==> config.mk <==
export PLATFORM = sky130hd
export DESIGN_NAME = tc_timer
export DESIGN_NICKNAME = d
export VERILOG_FILES = /design/src/rtl/tc_pkg.sv /design/src/rtl/tc_pin_sync.sv /design/src/rtl/tc_prescaler.sv /design/src/rtl/tc_write_hold.sv /design/src/rtl/tc_timer.sv
export SDC_FILE = /design/constraint.sdc
export NUM_CORES = 1
export LEC_CHECK = 0
export ABC_AREA = 1
export ABC_CLOCK_PERIOD_IN_PS = 1700
export BUFFER_PORTS_ARGS = -buffer_cell sky130_fd_sc_hd__buf_2
export CAP_MARGIN = 20
export CORE_ASPECT_RATIO = 0.75
export CORE_UTILIZATION = 25
export DETAILED_ROUTE_END_ITERATION = 10
export PLACE_DENSITY_LB_ADDON = 0.15
export REMOVE_ABC_BUFFERS = 1
export SLEW_MARGIN = 5
export SYNTH_ARGS = -nofsm -noshare
export SYNTH_HDL_FRONTEND = slang
export SYNTH_SLANG_ARGS = --single-unit
==> constraint.sdc <==
create_clock -name clk_i -period 1.7 [get_ports clk_i]
set_input_delay 0.17 -clock clk_i [delete_from_list [all_inputs] [get_ports clk_i]]
set_output_delay 0.17 -clock clk_i [all_outputs]
set_load 0.02 [all_outputs]
==> src/rtl/tc_pkg.sv <==
package tc_pkg;
  localparam int SEL_W = 3;

  typedef struct packed {
    logic             src_ext;    // bit 5
    logic             edge_fall;  // bit 4
    logic             ps_to_wdt;  // bit 3
    logic [SEL_W-1:0] ratio;      // bits 2:0
  } tc_ctrl_t;

  localparam int CTRL_W = $bits(tc_ctrl_t);
endpackage

==> src/rtl/tc_pin_sync.sv <==
module tc_pin_sync #(
  parameter int STAGES = 2
) (
  input  logic clk_i,
  input  logic rst_ni,
  input  logic pin_i,
  input  logic fall_sel_i,
  output logic edge_o
);
  logic [STAGES-1:0] sync_q;
  logic              prev_q;
  logic              cur;

  always_ff @(posedge clk_i or negedge rst_ni) begin
    if (!rst_ni) begin
      sync_q <= '0;
      prev_q <= 1'b0;
    end else begin
      sync_q <= {sync_q[STAGES-2:0], pin_i};
      prev_q <= sync_q[STAGES-1];
    end
  end

  assign cur    = sync_q[STAGES-1];
  assign edge_o = fall_sel_i ? (prev_q & ~cur) : (cur & ~prev_q);
endmodule

==> src/rtl/tc_prescaler.sv <==
module tc_prescaler #(
  parameter int PS_W  = 8,
  parameter int SEL_W = 3
) (
  input  logic             clk_i,
  input  logic             rst_ni,
  input  logic             clr_i,
  input  logic             tick_i,
  input  logic [SEL_W-1:0] sel_i,
  output logic             hit_o
);
  logic [PS_W-1:0] cnt_q;
  logic [PS_W-1:0] mask;

  // bits 0..sel take part in the terminal-count match
  always_comb begin
    for (int b = 0; b < PS_W; b++) mask[b] = (b <= int'(sel_i));
  end

  assign hit_o = tick_i & (&(cnt_q | ~mask));

  always_ff @(posedge clk_i or negedge rst_ni) begin
    if (!rst_ni)     cnt_q <= '0;
    else if (clr_i)  cnt_q <= '0;
    else if (tick_i) cnt_q <= cnt_q + 1'b1;
  end
endmodule

==> src/rtl/tc_write_hold.sv <==
module tc_write_hold #(
  parameter int HOLD_CYC = 2
) (
  input  logic clk_i,
  input  logic rst_ni,
  input  logic wr_i,
  input  logic cyc_en_i,
  output logic hold_o
);
  localparam int HW = $clog2(HOLD_CYC + 1);
  logic [HW-1:0] left_q;

  always_ff @(posedge clk_i or negedge rst_ni) begin
    if (!rst_ni)                       left_q <= '0;
    else if (wr_i)                     left_q <= HW'(HOLD_CYC);
    else if (cyc_en_i && left_q != '0) left_q <= left_q - 1'b1;
  end

  assign hold_o = (left_q != '0);
endmodule

==> src/rtl/tc_timer.sv <==
module tc_timer
  import tc_pkg::*;
#(
  parameter int CNT_W       = 8,
  parameter int PS_W        = 8,
  parameter int SYNC_STAGES = 2,
  parameter int HOLD_CYC    = 2
) (
  input  logic              clk_i,
  input  logic              rst_ni,
  input  logic              cyc_en_i,
  input  logic              ext_clk_i,
  input  logic [CTRL_W-1:0] ctrl_i,
  input  logic              wr_en_i,
  input  logic [CNT_W-1:0]  wr_data_i,
  output logic [CNT_W-1:0]  count_o,
  output logic              ovf_o,
  input  logic              wdt_tick_i,
  output logic              wdt_tick_o
);
  tc_ctrl_t         ctrl;
  logic             ext_edge, src_tick, ps_tick, ps_clr, ps_hit;
  logic             cnt_tick, hold, inc;
  logic [CNT_W-1:0] cnt_q;
  logic             ovf_q;

  assign ctrl = tc_ctrl_t'(ctrl_i);

  tc_pin_sync #(.STAGES(SYNC_STAGES)) u_sync (
    .clk_i      (clk_i),
    .rst_ni     (rst_ni),
    .pin_i      (ext_clk_i),
    .fall_sel_i (ctrl.edge_fall),
    .edge_o     (ext_edge)
  );

  assign src_tick = ctrl.src_ext ? ext_edge : cyc_en_i;
  assign ps_tick  = ctrl.ps_to_wdt ? wdt_tick_i : src_tick;
  assign ps_clr   = wr_en_i & ~ctrl.ps_to_wdt;

  tc_prescaler #(.PS_W(PS_W), .SEL_W(SEL_W)) u_ps (
    .clk_i  (clk_i),
    .rst_ni (rst_ni),
    .clr_i  (ps_clr),
    .tick_i (ps_tick),
    .sel_i  (ctrl.ratio),
    .hit_o  (ps_hit)
  );

  assign cnt_tick   = ctrl.ps_to_wdt ? src_tick : ps_hit;
  assign wdt_tick_o = ctrl.ps_to_wdt ? ps_hit : wdt_tick_i;

  tc_write_hold #(.HOLD_CYC(HOLD_CYC)) u_hold (
    .clk_i    (clk_i),
    .rst_ni   (rst_ni),
    .wr_i     (wr_en_i),
    .cyc_en_i (cyc_en_i),
    .hold_o   (hold)
  );

  assign inc = cnt_tick & ~hold;

  always_ff @(posedge clk_i or negedge rst_ni) begin
    if (!rst_ni) begin
      cnt_q <= '0;
      ovf_q <= 1'b0;
    end else begin
      ovf_q <= ~wr_en_i & inc & (&cnt_q);
      if (wr_en_i)  cnt_q <= wr_data_i;
      else if (inc) cnt_q <= cnt_q + 1'b1;
    end
  end

  assign count_o = cnt_q;
  assign ovf_o   = ovf_q;
endmodule

# == Yosys cells after proc, flatten, opt, wreduce, memory -nomap -nowiden ==
# Cells that the tools add are included.
# word_totals
regBits,22
inputBits,20
out_inout_bits,10
wordCells,48
# classes
addsub,3
order_cmp,7
mux,11
bitwise,14
reduce_logical,7
# op_table
op,n
$mux 8,4
$add 8x1->8 const B,2
$reduce_and 8->1,2
$le 3x3->1 const A,4
$not 8->8,1
$or 8x8->8,1
$reduce_bool 2->1,4
$and 1x1->1,7
$le 2x3->1 const A,2
$mux 1,5
$not 1->1,5
$mux 2,2
$le 1x3->1 const A,1
$sub 2x1->2 const B,1
$logic_and 1x1->1,1

# == Longest topological paths before layout ==
# Gate-level depths: netlist of the first run.
# depth
ltp_word,10
mapped_depth,12
depth_no_buf,12

# == Cells and area by module ==
# Synthesis of the first run repeated with hierarchy kept, for this count alone.
# hier_totals
cells_unflattened,198
hier_area_um2,1427.6
# by_module_without_submodules
mod,instances,cells_each,area_per_inst_um2,seq_area_each_um2
tc_timer,1,103,721.9,225.2
tc_prescaler,1,70,489.2,200.2
tc_write_hold,1,16,116.4,50.0
tc_pin_sync,1,9,100.1,75.1

# == Least setup slack after synthesis of the first run ==
# Ideal clock, no wire load.
# synth_timing
path_type,reg-to-reg
start,"register cnt_q[0], in the netlist count_o[0]"
end,"register cnt_q[6], in the netlist count_o[6]"
setup_time_ns,0.066
arrival_time_ns,1.390
required_time_ns,1.634
path_slack_ns,0.245
path_stages_with_launch,9
path_buffers,0
period_less_slack_ns,1.455
cell_sequence,dfrtp_1 ha_1 nand3_1 nor2_1 nand2_1 xor2_1 o21ai_0 nand2_1 nand2_1
# synth_between
elab_chain_cells,3
# synth_lines
item,line_no,source
start: declaration,tc_timer.sv:24,logic [CNT_W-1:0] cnt_q;
start signal: assignment,tc_timer.sv:69,if (wr_en_i) cnt_q <= wr_data_i;
start signal: assignment,tc_timer.sv:70,else if (inc) cnt_q <= cnt_q + 1'b1;
$add 8x1->8,tc_timer.sv:70,
$mux 8,tc_timer.sv:70,
$mux 8,tc_timer.sv:69,
# Every way passes these cells. The select of a mux whose other input is x is not followed.
# A chain may end at the register's enable or synchronous reset.

# == Final worst setup path of the first run ==
# layout_timing
start,register u_ps.cnt_q[5]
end,output port wdt_tick_o
# layout_between
elab_chain_cells,4
# layout_lines
item,line_no,source
start: declaration,tc_prescaler.sv:12,logic [PS_W-1:0] cnt_q;
start signal: assignment,tc_prescaler.sv:25,else if (tick_i) cnt_q <= cnt_q + 1'b1;
$or 8x8->8,tc_prescaler.sv:20,assign hit_o = tick_i & (&(cnt_q | ~mask));
$reduce_and 8->1,tc_prescaler.sv:20,
$and 1x1->1,tc_prescaler.sv:20,
$mux 1,tc_timer.sv:51,assign wdt_tick_o = ctrl.ps_to_wdt ? ps_hit : wdt_tick_i;
end: declaration,tc_timer.sv:19,output logic wdt_tick_o
# Every way passes these cells.

==> summary.txt, run 1 <==
Run status
  • Status: finished clean

Run
  • Max-Cap Viols: 0

Floorplan
  • Die area: 0.005717 mm2
  • Starting density of the core: 0.2688
  • Ports: 30
  • DIE HEIGHT: 65.73 um
  • CORE AREA: 0.005037 mm2
  • Die extent in x: 86.97 um
  • Row cnt: 22

Drt
  • Detail Route Antenna Nets: 0
  • Via count: 1192
  • Vias/cell: 4.139
  • Final wirelength: 3042 um
  • WL/cell: 10.56 um
  • First-pass DRT Iterations: 4
  • Post-route DRC: 0
  • DRT iter0 DRCs: 48

Cells and area
  • Layout Utilization: 0.3405
  • Fraction of layout cells with a size suffix above 1: 0.2778
  • Fin cells: 288
  • P&R area growth vs syn: 26.71%
  • Finished layout cell area: 0.001715 mm2
  • Ant. Diodes: 0
  • Post-layout nets: 240

Yosys
  • Leading area contributor after synthesis: dfrtp_1
  • Synth top area cells: dfrtp_1 (41%), nand2_1 (16%), nand3_1 (4.4%)
  • Synthesized area: 0.001354 mm2
  • Post-Syn Area per Cell: 7.563 um2
  • Flops & latches, synth: 22
  • Yosys warning total: 0
  • Cell with the most instances after synthesis: nand2_1
  • Synth async-reset ratio: 1.000
  • Seq/Total Area, Yosys: 0.4067
  • Top_reg_cell synth: dfrtp_1
  • Top-area cell type share of the netlist area: 0.4067
  • Count of cell types in the netlist: 29
  • Post-synth EDFFs: 0
  • Synth top cells by count: nand2_1 (58), dfrtp_1 (22), inv_1 (15), nand3_1 (12)
  • Synth Instances: 179

Global route
  • Largest net degree at the start of global routing: 23
  • Grt ovf: 0
  • First-pass GRT wire length: 5016 um
  • Vias in the first global route: 1026
  • Gr usage total: 0.1153
  • Initial antenna violation count: 0

Power
  • Leakage: 0.8440 nW
  • VDD IR max: 0.0003937 V
  • Overall Power: 1.580 mW
  • P per Cell Area: 921.0 mW/mm2

STA
  • Worst slew margin: 0.6561
  • Worst-Margin Slew: 515.9 ps
  • Final hold slack: 213.1 ps
  • Final worst path period need: 1577 ps
  • Max Clk Rate: 633.9 MHz
  • Final setup skew: 7.946 ps
  • Final period util: 0.9279
  • Fin. max-slew vios: 0
  • Setup violators final: 0
  • Hold Vio Cnt, Final: 0

Clocking
  • Max clock buf depth: 2
  • Clk_lat worst skew: 260 ps
  • CTS tree: done
  • H-tree Lvls: 1
  • Reg clk slew, reported paths: 90 ps
  • CTS Buf Count: 3
  • Clock Root Buffer: clkbuf_8
  • CTS sink count: 22

Placed design
  • Gp weighted congestion: 0.7495
  • Placed Area: 0.001579 mm2
  • Hpwl dp: 2341 um
  • Placed cell count: 278
  • Port Buffers: 29

Worst setup path
  • Critical path peak fanout: 5
  • Worst Path Required: 1530 ps
  • Internal reg-to-reg setup slack: 250 ps
  • Crit path launch type: register
  • Critical path capture point type: output pin
  • Kind of critical path: reg2out
  • Crit path largest cell delay: 430 ps
  • Critical Path, Cell by Cell: nand2_2, a21oi_2, nand2_1, nand2_1, nand2_2, a21oi_2, buf_4
  • Worst Path Arrival: 1410 ps
  • Crit path max-delay cell type: dfrtp_2

Min path
  • Hold Crit Class: in2reg
==> repair_timing <==
action                                 in CTS  in global routing
hold buffers                                1                  1
endpoints found under the hold margin      22                  1
resized for setup                           0                 10
setup endpoints to repair                   0                  2
setup buffers                               0                  4
==> critical path: cells and delay by family (launching register included) <==
kind                   cells  cell delay [ps]
buffers and inverters      1              160
AOI/OAI and AO/OA          2              260
and+or+nand+nor            4              300
DFF                        1              430
==> flip-flops by register name (all words and copies together) (netlist names) <==
name and cells:
u_sync.sync_q 2, u_hold.left_q 2, u_ps.cnt_q 8, u_sync.prev_q 1, ovf_o 1, count_o 8
==> through the flow <==
step	worst slack, ps	setup TNS, ps
finish	122.5	0
global route	-11.38	-11.38
CTS	14.17	0
detailed placement	150.8	0
global placement	130.3	0
floorplan	244.5	0
==> cell type report <==
class,instances,area [um2]
well taps,72,90.09
repair buffers,37,212.7
multi-input cells,137,723.2
clock inverters,1,30.03
clock buffers,3,41.29
flip-flops and latches,22,556.8
inverters,16,61.31
fillers,539,3322
==> power breakdown <==
part | switching (mW) | internal [mW]
Clock | 0.174 | 0.315
Combinational | 0.224 | 0.169
Sequential | 0.0967 | 0.601
Total | 0.495 | 1.09
==> layout by cell type (no fill, tap or decap) <==
cell type and instances:
buf_4 7, or2_1 1, nor3_2 1, nand2_2 5, a21oi_1 3, or2_2 1, xor2_1 6, and2b_1 1
nor2_1 9, nand3_1 12, nor3_1 1, dfrtp_1 17, inv_1 15, clkinv_2 1, nor2_2 2, ha_1 3
nand3_2 2, dfrtp_2 5, xnor2_1 4, clkbuf_8 3, nand2_1 58, o21bai_1 1, o21ai_0 8, bufinv_16 1
nand2_4 2, dlygate4sd3_1 2, o21ai_1 9, or3b_1 1, buf_2 28, a21oi_2 2, or2_0 3, nand4_1 2
==> cell families (layout without fill, tap and decap cells) <==
| family | after synthesis | after routing | share of synthesized area |
|---|---|---|---|
| AO/OA/AOI/OAI | 23 | 23 | 0.08965 |
| XOR/XNOR | 10 | 10 | 0.06469 |
| adder cells (fa/ha/maj) | 3 | 3 | 0.02773 |
| buffers and inverters | 20 | 57 | 0.06376 |
| flip-flops | 22 | 22 | 0.4067 |
| AND/OR/NAND/NOR | 101 | 101 | 0.3475 |
==> layer usage <==
metal	global-route usage	routed length (um)
met5	0	0
met4	0.01875	13
met3	0.03518	108
met2	0.1555	1308
met1	0.1775	1611
==> worst paths after layout <==
check,cells past startpoint,endpoint,startpoint
min in group asynchronous,2,count_o[2],rst_ni
min reg2reg,0,u_sync.sync_q[1],u_sync.sync_q[0]
min,5,count_o[7],wr_data_i[7]
max in group asynchronous,2,u_ps.cnt_q[3],rst_ni
max,7,wdt_tick_o,u_ps.cnt_q[5]
max reg2reg,8,count_o[6],count_o[1]
(Power assumes the default switching activity.)
==> run 2, diff against run 1 <==
--- a/config.mk
+++ b/config.mk
@@ -8,11 +8,9 @@
 export ABC_AREA = 1
 export ABC_CLOCK_PERIOD_IN_PS = 1700
 export BUFFER_PORTS_ARGS = -buffer_cell sky130_fd_sc_hd__buf_2
-export CAP_MARGIN = 20
 export CORE_ASPECT_RATIO = 0.75
 export CORE_UTILIZATION = 25
 export DETAILED_ROUTE_END_ITERATION = 10
-export PLACE_DENSITY_LB_ADDON = 0.15
 export REMOVE_ABC_BUFFERS = 1
 export SLEW_MARGIN = 5
 export SYNTH_ARGS = -nofsm -noshare
==> run 2 against run 1 <==
Fmax decreased by 2.9%; worst setup slack got worse by 48 ps; wire length is 1.2% lower; sequential share of layout area grew 0.85 points; final area shrank 3.0%; first-iteration DRC count increased by 46%; critical path depth stayed put; power shrank 7.8%; clock skew down 7.0 ps; utilization down 1.0 points; non-clock buffer count decreased by 4; critical endpoint unchanged; largest power group unchanged.
==> summary.txt, run 2 (synthesized netlist as in run 1, its figures left out) <==
Run status
  • Status: finished clean

Power
  • VDD IR max: 0.0002916 V
  • Clk network pwr share: 0.263
  • Power share of the combinational group: 0.260
  • Int Power: 963.6 uW
  • Sw Share: 0.3382
  • Net Sw Power: 492.6 uW
  • Reg power frac: 0.476
  • P per Cell Area: 875.1 mW/mm2
  • Leakage: 0.8190 nW

Clocking
  • H-tree Lvls: 1
  • CTS Buf Count: 3
  • CTS tree: done
  • Clk_lat worst skew: 260 ps
  • CTS sink count: 22
  • Postcts setup bufs: 0
  • Reg clk slew, reported paths: 80 ps
  • Clock Root Buffer: clkbuf_8
  • Max clock buf depth: 2

Worst setup path
  • Delay-heaviest family, CP: flip-flops
  • Kind of critical path: reg2out
  • Crit path launch type: register
  • Most used cell, CP: nand2_1
  • Critical path capture point type: output pin
  • WP buf/inv: 2
  • Crit path largest cell delay: 430 ps
  • Critical path peak fanout: 5
  • Crit path max-delay cell type: dfrtp_1
  • Worst Path Required: 1530 ps
  • Worst Path Arrival: 1460 ps
  • Critical Path, Cell by Cell: nand2_1, o21ai_0, nand2_1, inv_1, nand2_2, a21oi_2, buf_4

Drt
  • Post-route DRC: 0
  • Via count: 1177
  • First-pass DRT Iterations: 4
  • Vias/cell: 4.144
  • DRT iter0 DRCs: 70
  • Detail Route Antenna Nets: 0
  • WL/cell: 10.59 um
  • Final wirelength: 3007 um

Global route
  • Gr usage total: 0.1177
  • Largest net degree at the start of global routing: 23
  • First-pass GRT wire length: 5195 um
  • Grt ovf: 0
  • Vias in the first global route: 1125
  • Initial antenna violation count: 0

Floorplan
  • Die area: 0.005717 mm2
  • Starting density of the core: 0.2688
  • CORE AREA: 0.005037 mm2
  • Row cnt: 22
  • Ports: 30
  • Die extent in x: 86.97 um
  • DIE HEIGHT: 65.73 um

STA
  • Final worst path period need: 1625 ps
  • Final setup skew: 0.9742 ps
  • RSZ-0062 raised after global routing: no
  • Hold Vio Cnt, Final: 0
  • Post-route setup TNS: 0 ps
  • Setup violators final: 0
  • Max Clk Rate: 615.4 MHz
  • Worst-Margin Slew: 529.9 ps
  • Fin. max-slew vios: 0
  • Worst slew margin: 0.6468
  • Setup ws final: 74.96 ps
  • Final period util: 0.9559

Cells and area
  • Fin cells: 284
  • Ant. Diodes: 0
  • Post-layout nets: 236
  • Fraction of layout cells with a size suffix above 1: 0.2500
  • Commonest cells after routing, fill and taps aside: nand2_1 (58), buf_2 (28), dfrtp_1 (19)
  • P&R area growth vs syn: 22.92%
  • Commonest non-fill, non-tap cell in the layout: nand2_1
  • Layout Utilization: 0.3304

Placed design
  • Dpl ws: 191.3 ps
  • Hpwl dp: 2308 um
  • Placed cell count: 278
  • Port Buffers: 29
  • Gp weighted congestion: 0.8300

Min path
  • Hold Crit Class: in2reg

Run
  • Max-Cap Viols: 0
==> run 2: cell count changes in the layout (fill, tap and decap cells not counted), sizes merged <==
cell / delta
buf: -4
bufinv: -1
clkbuf: +1
==> run 2: layout make-up <==
| class | count | area (um2) |
|---|---|---|
| clock buffers | 4 | 55.05 |
| repair buffers | 33 | 182.7 |
| multi-input cells | 137 | 720.7 |
| flip-flops and latches | 22 | 554.3 |
| fillers | 532 | 3373 |
| inverters | 16 | 61.31 |
| well taps | 72 | 90.09 |
==> run 2: worst paths after layout <==
check / from / endpoint / slack [ps] / cells after the start
max: u_ps.cnt_q[0] / wdt_tick_o / 70 / 7
min reg2reg: u_sync.sync_q[0] / u_sync.sync_q[1] / 360 / 0
max reg2reg: count_o[0] / count_o[6] / 220 / 8
min in group asynchronous: rst_ni / u_ps.cnt_q[7] / 410 / 2
min: wr_data_i[0] / count_o[0] / 200 / 5
max in group asynchronous: rst_ni / u_ps.cnt_q[3] / 910 / 2
==> run 2: per-stage QoR <==
step                      cell area, um2  hold slack [ps]  power (mW)
final                               1664            202.5       1.456
after global routing                1664            217.5       1.566
after CTS                           1655            197.6       1.468
after detailed placement            1579            183.4       1.079
after global placement              1579            184.6       1.081
after floorplan                     1329           -125.6      0.9398
==> run 2: routing by layer <==
layer | GRT usage | routed length [um]
met1 | 0.1750 | 1657
met2 | 0.1644 | 1137
met3 | 0.03769 | 202
met4 | 0.02083 | 8
met5 | 0 | 0
==> run 2: power by group through the flow <==
stage          Combinational [mW]  Clock (mW)  Sequential, mW
6_report                    0.379       0.383           0.694
5_1_grt                     0.438       0.419           0.709
4_1_cts                     0.382       0.394           0.692
3_5_place_dp                0.377           0           0.703
3_3_place_gp                0.377           0           0.704
2_1_floorplan               0.220           0           0.720
==> run 2: worst register-to-register path, stage by stage (launching register included) <==
cell and delay (ps):
dfrtp_1 420, ha_1 210, nand3_1 120, nor2_1 180
nand2_1 90, xor2_1 140, o21ai_1 150, nand2_1 70
nand2_1 50
==> run 2: repair_timing <==
item / 4_1_cts / 5_1_grt
hold endpoints to repair: 23 / 0
endpoints found under the setup margin: 1 / 2
gates resized for setup: 1 / 5
hold buffers: 2 / 0
pin swaps: 0 / 1
